<file path="src/rtl/iau_pkg.sv">
package iau_pkg;
    typedef enum logic [1:0] {
        ST_IDLE,
        ST_HOLD,
        ST_TAKE
    } iau_state_e;

    localparam logic [7:0] IRQ_TT_BASE = 8'h10;
endpackage

</file>
<file path="src/rtl/iau_pending.sv">
// Edge capture and sticky pending bits, one per level.
module iau_pending #(
    parameter int NLVL = 15
) (
    input  logic            clk,
    input  logic            rst_n,
    input  logic [NLVL-1:0] req_i,
    input  logic [NLVL-1:0] clr_i,
    output logic [NLVL-1:0] pend_o
);
    logic [NLVL-1:0] req_q;

    for (genvar g = 0; g < NLVL; g++) begin : g_bit
        logic rise;
        assign rise = req_i[g] & ~req_q[g];

        always_ff @(posedge clk) begin
            if (!rst_n) begin
                req_q[g]  <= 1'b0;
                pend_o[g] <= 1'b0;
            end else begin
                req_q[g]  <= req_i[g];
                // A fresh edge wins over a clear in the same cycle.
                pend_o[g] <= (pend_o[g] & ~clr_i[g]) | rise;
            end
        end
    end
endmodule

</file>
<file path="src/rtl/iau_prio.sv">
// Highest-set-bit encoder; bit g stands for level g+1.
module iau_prio #(
    parameter int NLVL = 15,
    parameter int LW   = 4
) (
    input  logic [NLVL-1:0] pend_i,
    output logic [LW-1:0]   lvl_o
);
    logic [NLVL-1:0] above;
    logic [NLVL-1:0] sel;

    for (genvar g = 0; g < NLVL; g++) begin : g_chain
        if (g == NLVL - 1) begin : g_top
            assign above[g] = 1'b0;
        end else begin : g_mid
            assign above[g] = above[g+1] | pend_i[g+1];
        end
        assign sel[g] = pend_i[g] & ~above[g];
    end

    always_comb begin
        lvl_o = '0;
        for (int i = 0; i < NLVL; i++) begin
            if (sel[i]) lvl_o = lvl_o | LW'(i + 1);
        end
    end
endmodule

</file>
<file path="src/rtl/iau_fsm.sv">
// Acceptance state machine.
module iau_fsm #(
    parameter int NLVL = 15,
    parameter int LW   = 4
) (
    input  logic          clk,
    input  logic          rst_n,
    input  logic          any_pend_i,
    input  logic [LW-1:0] hi_lvl_i,
    input  logic          trap_en_i,
    input  logic [LW-1:0] pil_i,
    input  logic          sync_i,
    input  logic          bound_i,
    output logic          grant_o,
    output logic          take_o,
    output logic [LW-1:0] lvl_o
);
    import iau_pkg::*;

    localparam logic [LW-1:0] NMI_LVL = LW'(NLVL);

    iau_state_e    state_q, state_d;
    logic [LW-1:0] lvl_q;
    logic          above_pil;

    assign above_pil = (hi_lvl_i > pil_i) || (hi_lvl_i == NMI_LVL);

    always_comb begin
        grant_o = 1'b0;
        state_d = state_q;
        unique case (state_q)
            ST_IDLE, ST_HOLD: begin
                if (any_pend_i && bound_i && trap_en_i && !sync_i && above_pil) begin
                    grant_o = 1'b1;
                    state_d = ST_TAKE;
                end else if (any_pend_i) begin
                    state_d = ST_HOLD;
                end else begin
                    state_d = ST_IDLE;
                end
            end
            ST_TAKE: begin
                state_d = any_pend_i ? ST_HOLD : ST_IDLE;
            end
            default: state_d = ST_IDLE;
        endcase
    end

    // State register process.
    always_ff @(posedge clk) begin
        if (!rst_n) begin
            state_q <= ST_IDLE;
            lvl_q   <= '0;
        end else begin
            state_q <= state_d;
            lvl_q   <= grant_o ? hi_lvl_i : '0;
        end
    end

    // Output process.
    always_comb begin
        take_o = (state_q == ST_TAKE);
        lvl_o  = take_o ? lvl_q : '0;
    end
endmodule

</file>
<file path="src/rtl/irq_accept_unit.sv">
module irq_accept_unit #(
    parameter int NLVL = 15,
    parameter int LW   = $clog2(NLVL + 1)
) (
    input  logic            clk,
    input  logic            rst_n,
    input  logic [NLVL-1:0] irq_req,
    input  logic            trap_en,
    input  logic [LW-1:0]   proc_pil,
    input  logic            sync_trap_pend,
    input  logic            insn_bound,
    output logic            take_irq,
    output logic [7:0]      trap_type,
    output logic [LW-1:0]   irq_level
);
    import iau_pkg::*;

    logic [NLVL-1:0] pend;
    logic [NLVL-1:0] clr;
    logic [LW-1:0]   hi_lvl;
    logic            grant;

    iau_pending #(.NLVL(NLVL)) u_pend (
        .clk    (clk),
        .rst_n  (rst_n),
        .req_i  (irq_req),
        .clr_i  (clr),
        .pend_o (pend)
    );

    iau_prio #(.NLVL(NLVL), .LW(LW)) u_prio (
        .pend_i (pend),
        .lvl_o  (hi_lvl)
    );

    iau_fsm #(.NLVL(NLVL), .LW(LW)) u_fsm (
        .clk        (clk),
        .rst_n      (rst_n),
        .any_pend_i (|pend),
        .hi_lvl_i   (hi_lvl),
        .trap_en_i  (trap_en),
        .pil_i      (proc_pil),
        .sync_i     (sync_trap_pend),
        .bound_i    (insn_bound),
        .grant_o    (grant),
        .take_o     (take_irq),
        .lvl_o      (irq_level)
    );

    // Clear only the level being granted.
    for (genvar g = 0; g < NLVL; g++) begin : g_clr
        assign clr[g] = grant && (hi_lvl == LW'(g + 1));
    end

    assign trap_type = take_irq ? (IRQ_TT_BASE + 8'(irq_level)) : 8'h00;
endmodule

</file>
<file path="config.mk">
export PLATFORM = sky130hd
export DESIGN_NAME = irq_accept_unit
export DESIGN_NICKNAME = d
export VERILOG_FILES = /design/src/rtl/iau_pkg.sv /design/src/rtl/iau_pending.sv /design/src/rtl/iau_prio.sv /design/src/rtl/iau_fsm.sv /design/src/rtl/irq_accept_unit.sv
export SDC_FILE = /design/constraint.sdc
export NUM_CORES = 1
export LEC_CHECK = 0
export BUFFER_PORTS_ARGS = -buffer_cell sky130_fd_sc_hd__buf_2
export CAP_MARGIN = 20
export CORE_MARGIN = 2
export CORE_UTILIZATION = 52
export DETAILED_ROUTE_END_ITERATION = 16
export HOLD_SLACK_MARGIN = 0.12
export PLACE_DENSITY = 0.77
export SLEW_MARGIN = 40
export SYNTH_ARGS = -nofsm -noshare
export SYNTH_HDL_FRONTEND = slang
export SYNTH_SLANG_ARGS = --single-unit
</file>
<file path="constraint.sdc">
create_clock -name clk -period 3.3 [get_ports clk]
set_input_delay 0.99 -clock clk [delete_from_list [all_inputs] [get_ports clk]]
set_output_delay 0.99 -clock clk [all_outputs]
set_load 0.02 [all_outputs]
</file>
== Word-level counts from Yosys, hierarchy flattened ==
Index checks and enable logic that the tools add are counted.

* Output and inout port bits: 13
* Register bits after elaboration: 36
* Input port bits: 24

* Reduce and logical (&&, ||, !) cells: 25
* Equality and inequality tests: 17
* $lt $le $gt $ge: 1
* Mux-type cells: 22
* Add/sub/neg operators: 1
* Bitwise gates (word level): 116

{| class="wikitable"
|+ Operator list
! cell !! number
|-
| 1-bit AND || 44
|-
| 1-bit inverter || 44
|-
| 4-bit 2-to-1 mux || 9
|-
| 4-bit == test, second input constant || 8
|-
| 1-bit OR || 28
|-
| 1-bit logical AND || 19
|-
| 4-bit by 3-bit == test with 1-bit output, second input constant || 4
|-
| 15-bit OR reduction || 1
|-
| 3-bit 2-to-1 mux || 4
|-
| 4-bit by 2-bit == test with 1-bit output, second input constant || 2
|-
| 5-bit by 4-bit adder with 6-bit output, first input constant || 1
|-
| 2-bit 2-to-1 mux || 3
|-
| 6-bit 2-to-1 mux || 1
|-
| 4-bit by 1-bit == test with 1-bit output, second input constant || 1
|-
| 4-bit > comparator || 1
|-
| 1-bit 2-to-1 mux || 4
|-
| 2-bit one-hot mux with 2 select lines || 1
|-
| 2-bit by 1-bit == test with 1-bit output, second input constant || 1
|-
| 2-bit == test, second input constant || 1
|-
| 2-bit zero test || 1
|-
| 2-bit AND reduction || 1
|-
| 2-bit OR reduction || 1
|-
| 1-bit zero test || 1
|-
| 1-bit logical OR || 1
|}

== Logic depth before layout (Yosys ltp) ==
* Depth in word-level cells: 39
* Depth in mapped cells: 11
* Gate-level depth less buffers: 11

== Hierarchy ==
A second synthesis with hierarchy kept.

* Cell total of the unflattened synthesis: 186
* Area total of the unflattened synthesis: 1,676.6 um^2

{| class="wikitable"
|+ By module, submodules not included
! module !! times used !! area an instance (um^2) !! seq. area each (um^2) !! cells an instance
|-
| iau_pending || 1 || 1,009.7 || 600.6 || 93
|-
| iau_fsm || 1 || 332.8 || 120.1 || 34
|-
| irq_accept_unit || 1 || 193.9 || 0.0 || 36
|-
| iau_prio || 1 || 140.1 || 0.0 || 23
|}

== Worst setup path before layout ==
No wires, ideal clock.

* Path kind: flip-flop to flip-flop
* Start: register u_pend.pend_o[14]
* End: register u_pend.pend_o[6]
* Slack: 694 ps
* Required time: 3,164 ps
* Library setup time: 136 ps
* Stages on the path, launching flop included: 12
* Buffers on the path: 1
* Arrival time: 2,470 ps
* Period minus slack after synthesis: 2,606 ps
* Cell sequence: dfxtp_1 buf_2 nor4_4 nand4_2 o221ai_1 inv_1 ha_1 nor2b_1 o211ai_1 a211o_1 nor4_1 a31oi_1

* Longest elaborated chain between the ends: 39

{| class="wikitable"
|+ RTL lines
! element !! line !! source
|-
| start: declaration || iau_pending.sv:9 || <nowiki>output logic [NLVL-1:0] pend_o</nowiki>
|-
| start signal: indexed assignment || iau_pending.sv:24 || <nowiki>pend_o[g] <= (pend_o[g] & ~clr_i[g]) | rise;</nowiki>
|-
| 1-bit OR (13 in series) || iau_prio.sv:16 || <nowiki>assign above[g] = above[g+1] | pend_i[g+1];</nowiki>
|-
| 1-bit inverter || iau_prio.sv:18 || <nowiki>assign sel[g] = pend_i[g] & ~above[g];</nowiki>
|-
| 1-bit AND || iau_prio.sv:18 ||
|-
| 1-bit 2-to-1 mux || iau_prio.sv:24 || <nowiki>if (sel[i]) lvl_o = lvl_o | LW'(i + 1);</nowiki>
|-
| 2-bit 2-to-1 mux (2 in series) || iau_prio.sv:24 ||
|-
| 3-bit 2-to-1 mux (4 in series) || iau_prio.sv:24 ||
|-
| 4-bit 2-to-1 mux (8 in series) || iau_prio.sv:24 ||
|-
| 4-bit > comparator or 4-bit == test (tied branches) || iau_fsm.sv:26 || <nowiki>assign above_pil = (hi_lvl_i > pil_i) || (hi_lvl_i == NMI_LVL);</nowiki>
|-
| 1-bit logical OR || iau_fsm.sv:26 ||
|-
| 1-bit logical AND || iau_fsm.sv:33 || <nowiki>if (any_pend_i && bound_i && trap_en_i && !sync_i && above_pil) begin</nowiki>
|-
| 1-bit 2-to-1 mux || iau_fsm.sv:33 ||
|-
| 1-bit 2-to-1 mux || iau_fsm.sv:31 || <nowiki>unique case (state_q)</nowiki>
|-
| 1-bit logical AND (*) || irq_accept_unit.sv:52 || <nowiki>assign clr[g] = grant && (hi_lvl == LW'(g + 1));</nowiki>
|-
| 1-bit inverter (*) || iau_pending.sv:24 ||
|-
| 1-bit AND (*) || iau_pending.sv:24 ||
|-
| 1-bit OR (*) || iau_pending.sv:24 ||
|}

Every way passes the cells marked *; elsewhere a longest branch is shown, timed or not.
A chain may end at the register's enable or synchronous reset.

== Worst setup path after layout ==
Ends and elaborated chain as after synthesis.

==> flow_summary.json <==
{
  "numPortBuffers": 33,
  "drtIter0Drc": 24,
  "leading_post_synthesis_cells_by_cell_area": "sky130_fd_sc_hd__dfxtp_1 (45%), sky130_fd_sc_hd__and2_1 (6.3%), sky130_fd_sc_hd__nor2b_1 (3.9%)",
  "overflow": 0,
  "holdBufCountCts": 0,
  "cts.repair.resized": 0,
  "holdCritPathClass": "reg2reg",
  "final_nets": 240,
  "route.detailed.wl_per_inst_microns": 12.4,
  "floorplan.core_area_sq_um": 2980,
  "row_count": 20,
  "initial_core_util_pct": 53.7,
  "floorplan.die.width_microns": 59.4,
  "cts_root_buffer": "sky130_fd_sc_hd__clkbuf_4",
  "grt_first_pass_wirelength_mm": 5.04,
  "yosys.cell_types.count": 37,
  "clk_transition_reported_paths_ns": 0.10,
  "placed_area_sq_um": 1730,
  "worstSetupEndpointType": "register",
  "cts_made_buffers": 5,
  "grt_most_used_layer": "met2",
  "globalRouteMet3Util_pct": 4.15,
  "final-max-slew-violation-count": 0,
  "cts_setup_buffers": 0,
  "die_area_sq_um": 3530,
  "synth_largest_area_cell": "sky130_fd_sc_hd__dfxtp_1",
  "syn-instance-count": 183,
  "dominantRegCellSynth": "sky130_fd_sc_hd__dfxtp_1",
  "startpoint_type": "register",
  "summed_negative_setup_slack_over_all_endpoints_ns": 0,
  "r2r-start": "u_pend.pend_o[14]",
  "place.detailed.hpwl_mm": 2.26,
  "cp.required_ns": 3.51,
  "worst-setup-path-type": "reg2reg",
  "grt_util_all_layers_pct": 19.0,
  "cellPowerDensity_nw_per_um2": 478,
  "tritoncts": "done",
  "drive_gt1_share_pct": 20.7,
  "num_vias": 1326,
  "finalWeightedCongestion": 0.820,
  "firstDrtPassIters": 4,
  "finClkSkew_ns": 0.00926,
  "reg2regPathDepth": 10,
  "timing.final.setup_violations": 0,
  "report.final.hold_viol_count": 0,
  "worst_r2r_endpoint": "u_pend.pend_o[6]",
  "postLayoutCoreUtil_pct": 60.1,
  "timing_worst_slew_pin_value_ns": 0.506,
  "synth_area_sq_um": 1600,
  "async_reset_ff_share_pct": 0,
  "timing.slew.headroom_pct": 66.3,
  "power.leakage_uw": 0.000828,
  "number_of_global_route_vias_before_repair": 1225,
  "num_io_pins": 37,
  "rsz0062_at_grt": "no",
  "cp_data_arrival_time_ns": 3.19,
  "maxClockFrequency_mhz": 336,
  "synth_area_per_cell_sq_um": 8.73,
  "final_antenna_net_count": 0,
  "crit_path_start": "u_pend.pend_o[14]",
  "floorplan.die.height_microns": 59.4,
  "tritoncts_num_sinks": 36,
  "clock_latency_ns": 0.34,
  "wl_mm": 3.05,
  "viasPerCell": 5.39,
  "post-route-cell-area_sq_um": 1790,
  "max-vdd-ir-drop_mv": 0.220,
  "seq_area_frac_synth_pct": 45.1,
  "grt_start_max_net_pins": 37,
  "post-synth-top-area-fraction_pct": 45.1,
  "ys_ff_latch": 36,
  "edff_count_synth": 0,
  "grt_antenna_before_repair": 0,
  "layout-area-overhead-vs-synth_pct": 12.1,
  "worstSetupEndpoint": "u_pend.pend_o[6]",
  "synthesis.yosys.warnings": 0,
  "cts_h_tree_depth": 2,
  "reg2reg_setup_slack_ns": 0.32,
  "global_route.usage.met2_pct": 31.9,
  "gr-usage-met1_pct": 22.6,
  "maximum_fanout_count_along_the_critical_path": 8,
  "outcome": "finished clean",
  "diodes": 0,
  "drv_cap": 0,
  "finalCritPeriodShare_pct": 90.2,
  "launch_point_of_the_worst_hold_path": "u_pend.req_q[12]",
  "drc_errors": 0,
  "max-clock-path-buffers": 2,
  "period_minus_slack_ns": 2.98
}
## through the flow
step	setup slack [ns]	cells	power [uW]	hold slack, ns
finish	0.325	246	856	0.425
global route	0.0291	246	901	0.447
CTS	0.342	246	862	0.436
detailed placement	0.365	238	623	0.421
global placement	0.464	238	619	0.408
floorplan	0.694	185	587	0.399
## critical path, stage by stage, from the launching register on
cell and delay [ns]:
sky130_fd_sc_hd__dfxtp_1 0.42, sky130_fd_sc_hd__nor4_4 0.38, sky130_fd_sc_hd__nand4_2 0.22, sky130_fd_sc_hd__o221ai_1 0.32, sky130_fd_sc_hd__inv_1 0.15, sky130_fd_sc_hd__ha_1 0.20, sky130_fd_sc_hd__nor2b_1 0.11, sky130_fd_sc_hd__o211ai_1 0.09
sky130_fd_sc_hd__a211o_1 0.37, sky130_fd_sc_hd__nor4_1 0.42, sky130_fd_sc_hd__a31oi_1 0.16
## synthesized netlist by cell type (2+ instances only)
cell and n:
sky130_fd_sc_hd__o22ai_1 3, sky130_fd_sc_hd__nand3_1 2, sky130_fd_sc_hd__buf_4 8, sky130_fd_sc_hd__ha_1 4, sky130_fd_sc_hd__and2_1 16, sky130_fd_sc_hd__nor2_1 16, sky130_fd_sc_hd__clkbuf_1 4, sky130_fd_sc_hd__nor3_1 2
sky130_fd_sc_hd__nor4_1 3, sky130_fd_sc_hd__nor2b_1 10, sky130_fd_sc_hd__and3_1 4, sky130_fd_sc_hd__nand2b_1 6, sky130_fd_sc_hd__nor4_4 2, sky130_fd_sc_hd__o21ai_0 10, sky130_fd_sc_hd__a31oi_1 6, sky130_fd_sc_hd__o31ai_1 2
sky130_fd_sc_hd__dfxtp_1 36, sky130_fd_sc_hd__nand2_1 13, sky130_fd_sc_hd__a21oi_1 7, sky130_fd_sc_hd__inv_1 12
## cell type report
type | count | area (sq um)
clock buffer | 8 | 58.8
fill | 273 | 1190
inverter | 12 | 45.0
multi-input combinational | 124 | 759
sequential | 36 | 721
tap | 33 | 41.3
timing repair buffer | 33 | 165
## logic make-up (layout without fill, tap and decap cells)
logic type	after synthesis	count (layout)	share of synthesized area (%)
AO/OA/AOI/OAI	36	36	13.7
adder cells (fa/ha/maj)	4	4	3.13
buffers and inverters	25	53	7.83
flip-flops	36	36	45.1
other	1	3	0.235
AND/OR/NAND/NOR	81	81	30.0
## how the worst min path moves through the flow
stage                        end  slack (ns)  cells past startpoint
3_5_place_dp   u_pend.pend_o[12]        0.42                      1
6_report       u_pend.pend_o[12]        0.43                      1
4_1_cts        u_pend.pend_o[12]        0.44                      1
2_1_floorplan  u_pend.pend_o[13]        0.40                      1
3_3_place_gp   u_pend.pend_o[13]        0.41                      1
5_1_grt        u_pend.pend_o[12]        0.45                      1
## state kept, by name, indices dropped and copies added, names as in the netlist
signal,count
u_pend.pend_o,15
u_pend.req_q,15
u_fsm.lvl_q,4
u_fsm.state_q,2
## cell usage in the layout, fill, tap and decap left out, drive strengths merged, types with 2 or more instances in the layout
| cell type | n |
|---|---|
| a31oi | 6 |
| nand4 | 2 |
| ha | 4 |
| nor3 | 2 |
| conb | 3 |
| buf | 33 |
| o21ai | 11 |
| clkbuf | 8 |
| a21oi | 7 |
| dfxtp | 36 |
| nand2 | 13 |
| nand3 | 2 |
| nor4 | 6 |
| and2 | 16 |
| o22ai | 3 |
| and3 | 4 |
| inv | 12 |
| o31ai | 2 |
| nor2 | 17 |
| nand2b | 6 |
| nor2b | 10 |
## layer usage
layer,wire [microns],share of wire [%],vias up
met5,0,0,-
met4,62,2.0,0
met3,207,6.8,9
met2,1390,46,45
met1,1390,46,599
li1,-,-,673
## where the power goes
part           internal [uW]  switching (uW)
Clock                    105             137
Combinational           55.1            71.4
Sequential               463            24.6
(Power assumes the default switching activity.)
